[src/rtl/pe_status_pkg.sv]
package pe_status_pkg;
  typedef enum logic {OP_PROG = 1'b0, OP_ERASE = 1'b1} op_e;
endpackage

[src/rtl/pe_por_inhibit.sv]
module pe_por_inhibit #(
  parameter int unsigned POR_CYC = 16
) (
  input  logic clk_i,
  input  logic rst_ni,
  input  logic pwr_good_i,
  output logic inhibit_o
);
  localparam int unsigned CW = $clog2(POR_CYC + 1);
  logic [CW-1:0] cnt_q;

  always_ff @(posedge clk_i or negedge rst_ni) begin
    if (!rst_ni)                         cnt_q <= '0;
    else if (!pwr_good_i)                cnt_q <= '0;
    else if (cnt_q != CW'(POR_CYC))      cnt_q <= cnt_q + 1'b1;
  end

  assign inhibit_o = !pwr_good_i || (cnt_q != CW'(POR_CYC));

  assert_inhibit_when_off_R2: assert property (@(posedge clk_i) disable iff (!rst_ni)
    !pwr_good_i |-> inhibit_o);
endmodule

[src/rtl/pe_we_filter.sv]
module pe_we_filter #(
  parameter int unsigned MIN_WE_CYC = 3
) (
  input  logic clk_i,
  input  logic rst_ni,
  input  logic we_n_i,
  output logic accept_o
);
  localparam int unsigned CW = $clog2(MIN_WE_CYC + 1);
  logic [CW-1:0] wcnt_q;
  logic          we_n_q;

  always_ff @(posedge clk_i or negedge rst_ni) begin
    if (!rst_ni) begin
      wcnt_q <= '0;
      we_n_q <= 1'b1;
    end else begin
      we_n_q <= we_n_i;
      if (we_n_i)                              wcnt_q <= '0;
      else if (wcnt_q != CW'(MIN_WE_CYC))      wcnt_q <= wcnt_q + 1'b1;
    end
  end

  // rising edge of we_n after a long-enough low pulse
  assign accept_o = we_n_i && !we_n_q && (wcnt_q == CW'(MIN_WE_CYC));

  assert_accept_after_low_R3: assert property (@(posedge clk_i) disable iff (!rst_ni)
    accept_o |-> !$past(we_n_i));
endmodule

[src/rtl/pe_busy_timer.sv]
module pe_busy_timer
  import pe_status_pkg::*;
#(
  parameter int unsigned DW        = 16,
  parameter int unsigned PROG_CYC  = 20,
  parameter int unsigned ERASE_CYC = 40
) (
  input  logic          clk_i,
  input  logic          rst_ni,
  input  logic          start_i,
  input  op_e           op_i,
  input  logic [DW-1:0] data_i,
  output logic          busy_o,
  output logic          done_o,
  output op_e           op_o,
  output logic [DW-1:0] data_o
);
  localparam int unsigned MAXC = (PROG_CYC > ERASE_CYC) ? PROG_CYC : ERASE_CYC;
  localparam int unsigned CW   = $clog2(MAXC + 1);
  logic [CW-1:0] cnt_q;

  always_ff @(posedge clk_i or negedge rst_ni) begin
    if (!rst_ni) begin
      busy_o <= 1'b0;
      done_o <= 1'b0;
      cnt_q  <= '0;
      op_o   <= OP_PROG;
      data_o <= '0;
    end else begin
      done_o <= 1'b0;
      if (start_i && !busy_o) begin
        busy_o <= 1'b1;
        op_o   <= op_i;
        data_o <= data_i;
        cnt_q  <= (op_i == OP_ERASE) ? CW'(ERASE_CYC - 1) : CW'(PROG_CYC - 1);
      end else if (busy_o) begin
        if (cnt_q == '0) begin
          busy_o <= 1'b0;
          done_o <= 1'b1;
        end else begin
          cnt_q <= cnt_q - 1'b1;
        end
      end
    end
  end

  assert_start_sets_busy_R4: assert property (@(posedge clk_i) disable iff (!rst_ni)
    (start_i && !busy_o) |=> busy_o);
  assert_done_after_fall_R5: assert property (@(posedge clk_i) disable iff (!rst_ni)
    $fell(busy_o) |-> done_o);
  assert_done_single_R5: assert property (@(posedge clk_i) disable iff (!rst_ni)
    done_o |=> !done_o);
  assert_op_held_R10: assert property (@(posedge clk_i) disable iff (!rst_ni)
    (busy_o && $past(busy_o)) |-> $stable(op_o));
endmodule

[src/rtl/pe_status_mux.sv]
module pe_status_mux
  import pe_status_pkg::*;
#(
  parameter int unsigned DW = 16
) (
  input  logic          clk_i,
  input  logic          rst_ni,
  input  logic          start_i,
  input  logic          busy_i,
  input  op_e           op_i,
  input  logic          wr_bit7_i,
  input  logic          ce_n_i,
  input  logic          oe_n_i,
  input  logic          async_mode_i,
  input  logic [DW-1:0] array_data_i,
  output logic [DW-1:0] rd_data_o
);
  logic rd_act, rd_q, tgl_q, rd_start;

  assign rd_act   = !ce_n_i && !oe_n_i;
  assign rd_start = rd_act && !rd_q;

  always_ff @(posedge clk_i or negedge rst_ni) begin
    if (!rst_ni) begin
      rd_q  <= 1'b0;
      tgl_q <= 1'b0;
    end else begin
      rd_q <= rd_act;
      if (start_i)                 tgl_q <= 1'b0;
      else if (busy_i && rd_start) tgl_q <= ~tgl_q;
    end
  end

  always_comb begin
    rd_data_o = '0;
    if (rd_act) begin
      rd_data_o = array_data_i;
      if (busy_i && async_mode_i) begin
        rd_data_o[7] = (op_i == OP_PROG) ? ~wr_bit7_i : 1'b0;
        rd_data_o[6] = tgl_q;
      end
    end
  end

  assert_erase_poll_zero_R7: assert property (@(posedge clk_i) disable iff (!rst_ni)
    (rd_act && busy_i && async_mode_i && op_i == OP_ERASE) |-> !rd_data_o[7]);
  assert_idle_passthru_R5: assert property (@(posedge clk_i) disable iff (!rst_ni)
    (rd_act && !busy_i) |-> rd_data_o == array_data_i);
  assert_no_read_zero_R11: assert property (@(posedge clk_i) disable iff (!rst_ni)
    !rd_act |-> rd_data_o == '0);
  assert_toggle_flips_R8: assert property (@(posedge clk_i) disable iff (!rst_ni)
    (busy_i && rd_start && !start_i) |=> tgl_q != $past(tgl_q));
endmodule

[src/rtl/pe_status_top.sv]
module pe_status_top
  import pe_status_pkg::*;
#(
  parameter int unsigned DW         = 16,
  parameter int unsigned PROG_CYC   = 20,
  parameter int unsigned ERASE_CYC  = 40,
  parameter int unsigned POR_CYC    = 16,
  parameter int unsigned MIN_WE_CYC = 3
) (
  input  logic          clk_i,
  input  logic          rst_ni,
  input  logic          pwr_good_i,
  input  logic          we_n_i,
  input  logic          op_erase_i,
  input  logic [DW-1:0] wr_data_i,
  input  logic          ce_n_i,
  input  logic          oe_n_i,
  input  logic          async_mode_i,
  input  logic [DW-1:0] array_data_i,
  output logic [DW-1:0] rd_data_o,
  output logic          busy_o,
  output logic          done_o,
  output logic          wr_inhibit_o
);
  logic          accept, start;
  op_e           op_in, op_cur;
  logic [DW-1:0] data_cur;

  assign op_in = op_erase_i ? OP_ERASE : OP_PROG;

  pe_por_inhibit #(.POR_CYC(POR_CYC)) u_por (
    .clk_i, .rst_ni, .pwr_good_i, .inhibit_o(wr_inhibit_o)
  );

  pe_we_filter #(.MIN_WE_CYC(MIN_WE_CYC)) u_wef (
    .clk_i, .rst_ni, .we_n_i, .accept_o(accept)
  );

  assign start = accept && !wr_inhibit_o && !busy_o;

  pe_busy_timer #(.DW(DW), .PROG_CYC(PROG_CYC), .ERASE_CYC(ERASE_CYC)) u_tmr (
    .clk_i, .rst_ni, .start_i(start), .op_i(op_in), .data_i(wr_data_i),
    .busy_o, .done_o, .op_o(op_cur), .data_o(data_cur)
  );

  pe_status_mux #(.DW(DW)) u_mux (
    .clk_i, .rst_ni, .start_i(start), .busy_i(busy_o), .op_i(op_cur),
    .wr_bit7_i(data_cur[7]), .ce_n_i, .oe_n_i, .async_mode_i, .array_data_i,
    .rd_data_o
  );

  assert_no_start_inhibited_R2: assert property (@(posedge clk_i) disable iff (!rst_ni)
    wr_inhibit_o |=> !$rose(busy_o));
  assert_no_restart_busy_R10: assert property (@(posedge clk_i) disable iff (!rst_ni)
    start |-> !busy_o);
endmodule

[config.mk]
export PLATFORM = sky130hd
export DESIGN_NAME = pe_status_top
export DESIGN_NICKNAME = d
export VERILOG_FILES = /design/src/rtl/pe_status_pkg.sv /design/src/rtl/pe_por_inhibit.sv /design/src/rtl/pe_we_filter.sv /design/src/rtl/pe_busy_timer.sv /design/src/rtl/pe_status_mux.sv /design/src/rtl/pe_status_top.sv
export SDC_FILE = /design/constraint.sdc
export NUM_CORES = 1
export LEC_CHECK = 0
export ABC_AREA = 1
export ABC_CLOCK_PERIOD_IN_PS = 1250
export BUFFER_PORTS_ARGS = -buffer_cell sky130_fd_sc_hd__buf_2
export CAP_MARGIN = 5
export CORE_ASPECT_RATIO = 1.25
export CORE_UTILIZATION = 41
export DETAILED_ROUTE_END_ITERATION = 16
export PLACE_DENSITY = 0.87
export REMOVE_ABC_BUFFERS = 1
export SYNTH_ARGS = -nofsm -noshare
export SYNTH_HDL_FRONTEND = slang
export SYNTH_SLANG_ARGS = --single-unit
[constraint.sdc]
create_clock -name clk_i -period 1.25 [get_ports clk_i]
set_input_delay 0.125 -clock clk_i [delete_from_list [all_inputs] [get_ports clk_i]]
set_output_delay 0.125 -clock clk_i [all_outputs]
set_load 0.02 [all_outputs]
==> impl_metrics.tcl, run 1 <==
set metrics [dict create \
    place_ws_ns -0.202 \
    max_freq_mhz 618 \
    ys_warn_count 0 \
    tritoncts.num_buffers 3 \
    fin_worst_skew_ns 0.00910 \
    crit_path_start "u_por.cnt_q[1]$_DFFE_PN0P_" \
    h-tree-depth 1 \
    dr.pass1.iters 4 \
    placed_cell_area_um2 1570 \
    core_um2 2710 \
    irDropWorstVdd_v 0.000919 \
    synth_top_area_share_pct 40.0 \
    violations "negative setup slack" \
    worst_pin_slew_ns 0.440 \
    largest_reg_flops 6 \
    synth_area_um2 1190 \
    largest_register "u_tmr.cnt_q" \
    cp_max_fo 2 \
    clk_path_buf_depth 2 \
    rows 21 \
    grt_pass1_wl_mm 5.17 \
    path_buf_inv 5 \
    die_h_um 62.2 \
    insertion_delay_ns 0.32 \
    ys_seq_elements 20 \
    viasPerCell 4.81 \
    end_kind "primary output" \
    timing.final.max_slew_violations 0 \
    status "finished, violations left" \
    fin_crit_ns 1.62 \
    initial_utilization_pct 43.9 \
    syn_to_final_growth_pct 59.7 \
    rsz0062_at_grt "true" \
    max_stage_delay_ns 0.40 \
    crit_slowest_cell "dfrtp_1" \
    syn_inst 154 \
    grt_overflow 0 \
    first_global_vias 1235 \
    grt.total_usage_pct 21.7 \
    cp.arrival_ns 1.49 \
    crit_family "flip-flops" \
    routedWlPerCell_um 12.0 \
    register_area_um2 502 \
    drc_errors 0 \
    finalSetupViolations 16 \
    dp_hpwl_mm 2.03 \
    worstPathCellList "inv_2 > ha_4 > inv_4 > nor2_4 > nand2_2 > nor2_4 > buf_6 > inv_4 > buf_6" \
    synth_top_area_cell "dfrtp_1" \
    grt_max_degree 21 \
    startpoint_type "register" \
    routed_wl_mm 3.19 \
    antenna_cells 0 \
    drive_gt1_share_pct 47.8 \
    gp_congestion 0.820 \
    cts.clk_slew.worst_paths_ns 0.11 \
    drtIter0Drc 28 \
    synthTopCellsByArea "dfrtp_1 (40%), inv_1 (9.8%), nor2_1 (8.5%), nand2_1 (7.9%), nand3_1 (5.9%)" \
    cts.sink_count 20 \
    maxSlewHeadroom_pct 70.7 \
    holdWs_ns 0.0734 \
    grt_antenna_before_repair 0 \
    reg_top3 "u_tmr.cnt_q x6, u_por.cnt_q x5, u_wef.wcnt_q x2" \
    cts-root-buf "clkbuf_4" \
    avgSynthCellArea_um2 7.71 \
    synthDistinctLibCells 25 \
    min_path_type "in -> reg" \
    p_per_area_nw_per_um2 1440 \
    setup_slack_ns -0.367 \
    hold_viol 0 \
    dieArea_um2 3120 \
    drv_cap 0 \
    total_leakage_power_nw 1.08 \
    timing.final.crit_share_pct 129 \
    reg2reg_from "u_por.cnt_q[1]$_DFFE_PN0P_" \
    required_ns 1.12 \
    io_pins 59 \
    io_buffers 43 \
    power_mw 2.74 \
    vias 1279 \
    critical_path_class "reg -> out" \
    detail-route-antenna-nets 0 \
    final_nets 278 \
    finish.instance_area_um2 1900 \
    final.fill_count 206 \
    multi_input_area_um2 661 \
    hp-start "pwr_good_i" \
    cts_tree "built" \
    die_w_um 50.1 \
    yosysSeqAreaShare_pct 42.3 \
]
routing by layer:
metal  vias up  wire, um  track usage, %
met5         -         0               0
met4         0       119            9.29
met3        12       232            4.17
met2        58      1650            40.7
met1       578      1190            22.4
li1        631         -               -
cell usage in the layout, fill, tap and decap left out, types with 2 or more instances in the layout:
| cell | n |
|---|---|
| nand2_2 | 5 |
| nand4_1 | 3 |
| nand2_1 | 19 |
| nand2_8 | 2 |
| inv_2 | 4 |
| inv_4 | 2 |
| nor2_2 | 2 |
| nand3_2 | 4 |
| o21ai_2 | 4 |
| dfrtp_1 | 19 |
| dlygate4sd3_1 | 2 |
| xor2_1 | 5 |
| buf_6 | 6 |
| inv_1 | 26 |
| buf_12 | 3 |
| nand2_4 | 4 |
| buf_4 | 25 |
| nand3_1 | 11 |
| buf_2 | 39 |
| ha_1 | 3 |
| nor3_1 | 2 |
| nor2_1 | 26 |
| nor2_4 | 2 |
| clkbuf_4 | 3 |
cells in the mapped netlist, drive strengths merged:
cell type,n
o211ai,1
buf,1
xor2,5
ha,5
dfstp,1
o211a,1
clkbuf,1
a21oi,1
inv,32
o21ai,6
nand2,29
nand3,15
nor3,3
dfrtp,19
nor2,30
nand4,3
a211oi,1
per-stage QoR:
step	setup TNS [ns]	instances	util (%)
2_1_floorplan	-0.517	152	-
3_3_place_gp	-0.521	248	58.1
3_5_place_dp	-1.32	248	58.1
4_1_cts	-3.31	265	67.6
5_1_grt	-4.73	266	70.1
6_report	-3.22	266	70.1
power breakdown:
part | internal (mW) | total (mW) | leakage (nW) | switching [mW]
combinational | 0.666 | 1.41 | 0.802 | 0.740
sequential | 0.806 | 0.941 | 0.257 | 0.135
clock | 0.178 | 0.391 | 0.0210 | 0.213
worst register-to-register path, cell delays in order (launching register included):
cell     delay, ns
dfrtp_1       0.40
inv_2         0.09
ha_4          0.15
inv_4         0.04
nor2_4        0.08
nand2_2       0.07
nor2_4        0.10
buf_4         0.18
buf_4         0.13
nand4_1       0.08
nand2_1       0.09
nand2_1       0.07
nand2_1       0.05
layout make-up:
type / instances / area share, %
clock buffer: 4 / 1.91
inverter: 32 / 6.60
multi-input combinational: 101 / 34.8
sequential: 20 / 26.5
tap: 34 / 2.24
timing repair buffer: 75 / 28.0
final timing paths:
path,endpoint,slack [ns],depth (start not counted)
max,wr_inhibit_o,-0.37,9
min,u_por.cnt_q[0]$_DFFE_PN0P_,0.07,3
min in group asynchronous,u_tmr.cnt_q[0]$_DFFE_PN0P_,0.26,2
max reg2reg,u_tmr.cnt_q[5]$_DFFE_PN0P_,-0.32,12
max in group asynchronous,u_wef.we_n_q$_DFF_PN1_,0.64,2
min reg2reg,u_wef.wcnt_q[1]$_DFFE_PN0P_,0.54,2
timing repair:
item | 4_1_cts | 5_1_grt
hold buffers | 2 | 0
cloned | 1 | 0
pin swaps | 8 | 5
endpoints found under the setup margin | 16 | 18
hold endpoints to repair | 21 | 0
resized for setup | 31 | 15
buffers inserted | 10 | 3
cells by family (layout without fill, tap and decap cells):
logic type / Yosys count / in the layout / synth area share (%)
DFF: 20 / 20 / 42.3
and+or+nand+nor: 80 / 81 / 32.4
AOI/OAI and AO/OA: 10 / 10 / 5.06
adders and majority gates: 5 / 5 / 5.27
buffers and inverters: 34 / 111 / 11.4
xor gates and xnor gates: 5 / 5 / 3.69
No activity file was read; power rests on OpenSTA's default activity.
==> inputs of run 2 (changes only) <==
Settings changed: BUFFER_PORTS_ARGS -buffer_cell sky130_fd_sc_hd__buf_2 to -buffer_cell sky130_fd_sc_hd__buf_4.
==> run 2 against run 1 <==
  * The run still ends with negative setup slack left
  * Clock skew is essentially flat
  * Die area unchanged
  * Sequential share of layout area decreased by 1.8 points
  * Register-to-register slack got worse by 0.02 ns
  * Global-route usage fell by 0.41 points
  * Hold slack improved by 0.018 ns
  * Combinational power is 3% higher
  * Via count is 1.1% higher
  * Sequential power is 0.4% higher
  * Cell area increased by 7.3%
  * Highest routed layer unchanged
==> impl_metrics.tcl, run 2 (synthesized netlist as in run 1, its figures left out) <==
set metrics [dict create \
    gp_congestion 0.898 \
    io_pins 59 \
    whs_path_depth 3 \
    crit_slowest_cell "dfrtp_1" \
    h-tree-depth 1 \
    max_freq_mhz 622 \
    grt-busiest-layer "met2" \
    setup_slack_ns -0.358 \
    cts.sink_count 20 \
    drive_gt1_share_pct 48.5 \
    antenna_cells 0 \
    met1_usage_pct 21.6 \
    cts.clk_slew.worst_paths_ns 0.11 \
    grt_max_degree 21 \
    initial_utilization_pct 43.9 \
    final_cell_mix "buf_4 (65), inv_1 (26), nor2_1 (25)" \
    cp_max_fo 3 \
    final_nets 281 \
    fin_worst_skew_ns 0.00943 \
    dp_hpwl_mm 2.09 \
    layout_commonest_cell "buf_4" \
    use_met3_pct 4.17 \
    grt.total_usage_pct 21.3 \
    p_per_area_nw_per_um2 1360 \
    io_buffers 43 \
    largest_register "u_tmr.cnt_q" \
    place_ws_ns -0.209 \
    vias 1293 \
    viasPerCell 4.81 \
    tritoncts.num_buffers 3 \
    rr_worst_depth 12 \
    crit_path_start "u_por.cnt_q[0]$_DFFE_PN0P_" \
    timing.final.crit_share_pct 129 \
    violations "negative setup slack" \
    placed_cell_area_um2 1700 \
    first_global_vias 1282 \
    end_kind "primary output" \
    die_h_um 62.2 \
    routed_wl_mm 3.34 \
    hold_viol 0 \
    critical_path_class "reg -> out" \
    routedWlPerCell_um 12.4 \
    max_stage_delay_ns 0.41 \
    dr.pass1.iters 4 \
    final.fill_count 187 \
    reg2reg_from "u_por.cnt_q[0]$_DFFE_PN0P_" \
    holdPathEnd "u_por.cnt_q[0]$_DFFE_PN0P_" \
    reg_top3 "u_tmr.cnt_q x6, u_por.cnt_q x5, u_wef.wcnt_q x2" \
    timing.final.max_slew_violations 0 \
    clk_path_buf_depth 2 \
    r2r_setup_slack_ns -0.34 \
    drc_errors 0 \
    cts-root-buf "clkbuf_4" \
    r2r_end "u_mux.tgl_q$_DFFE_PN0P_" \
    detail-route-antenna-nets 0 \
    insertion_delay_ns 0.31 \
    grt_overflow 0 \
    min_path_type "in -> reg" \
    finalSetupViolations 15 \
    maxSlewHeadroom_pct 74.7 \
    core_um2 2710 \
    drv_cap 0 \
    dieArea_um2 3120 \
    status "finished, violations left" \
    grt_antenna_before_repair 0 \
    required_ns 1.12 \
    rows 21 \
    cp.arrival_ns 1.48 \
    total_leakage_power_nw 1.12 \
    hp-start "pwr_good_i" \
    met2_usage_pct 39.5 \
    grt_pass1_wl_mm 5.15 \
    worstPathCellList "inv_2 > ha_4 > inv_2 > nor2_4 > nand2_2 > nor2_4 > buf_6 > inv_4 > buf_6" \
    worst_pin_slew_ns 0.380 \
    cts_tree "built" \
    irDropWorstVdd_v 0.000969 \
    rsz0062_at_grt "true" \
    fin_crit_ns 1.61 \
    die_w_um 50.1 \
    startpoint_type "register" \
    syn_to_final_growth_pct 71.4 \
    finish.instance_area_um2 2040 \
    drtIter0Drc 48 \
    largest_reg_flops 6 \
]
run 2: layer usage:
| layer | routed length (um) | part of all wire, % |
|---|---|---|
| met2 | 1860 | 56 |
| met1 | 1200 | 36 |
| met4 | 49 | 1.5 |
| met5 | 0 | 0 |
| met3 | 238 | 7.1 |
run 2: worst max path at each step:
stage                                             to  slack (ns)  depth (start not counted)
after floorplan           u_tmr.cnt_q[5]$_DFFE_PN0P_       -0.12                         11
after global placement    u_tmr.cnt_q[4]$_DFFE_PN0P_       -0.12                         10
after detailed placement  u_tmr.cnt_q[4]$_DFFE_PN0P_       -0.21                         10
after CTS                               wr_inhibit_o       -0.34                          9
after global routing                    wr_inhibit_o       -0.43                          9
final                                   wr_inhibit_o       -0.36                          9
run 2: final cells by class:
type	count	area, um^2	share of cell area [%]
multi-input cells	101	677	33.3
repair buffers	78	653	32.1
flip-flops and latches	20	502	24.6
inverters	32	125	6.15
well taps	34	42.5	2.09
clock buffers	4	36.3	1.78
run 2: through the flow:
step                      utilization [%]  setup TNS (ns)  instances  hold WS, ns  power, mW
after global routing                 75.2           -5.00        269        0.106       2.96
after floorplan                         -          -0.517        152       -0.171       1.59
after detailed placement             62.6           -1.69        250       0.0181       2.11
final                                75.2           -3.73        269       0.0911       2.78
after global placement               62.6          -0.782        250       0.0179       2.07
after CTS                            71.1           -2.98        263       0.0735       2.67
run 2: worst max-delay path, delay by kind of cell, from the launching register on:
kind / cells / cell delay (ns)
flip-flops: 1 / 0.41
buffers and inverters: 5 / 0.38
AND/OR/NAND/NOR: 3 / 0.25
adder cells (fa/ha/maj): 1 / 0.13
run 2: report_power, final:
part / switching (mW) / internal (mW) / total [mW] / leakage, nW
clock: 0.208 / 0.178 / 0.386 / 0.0210
combinational: 0.734 / 0.713 / 1.45 / 0.838
sequential: 0.139 / 0.806 / 0.945 / 0.257
run 2: what timing repair did:
action	in CTS	in global routing
gates resized for setup	29	17
endpoints found under the hold margin	22	0
hold buffers	2	0
setup endpoints to repair	16	17
pin swaps	6	7
cloned	1	0
setup buffers	6	7
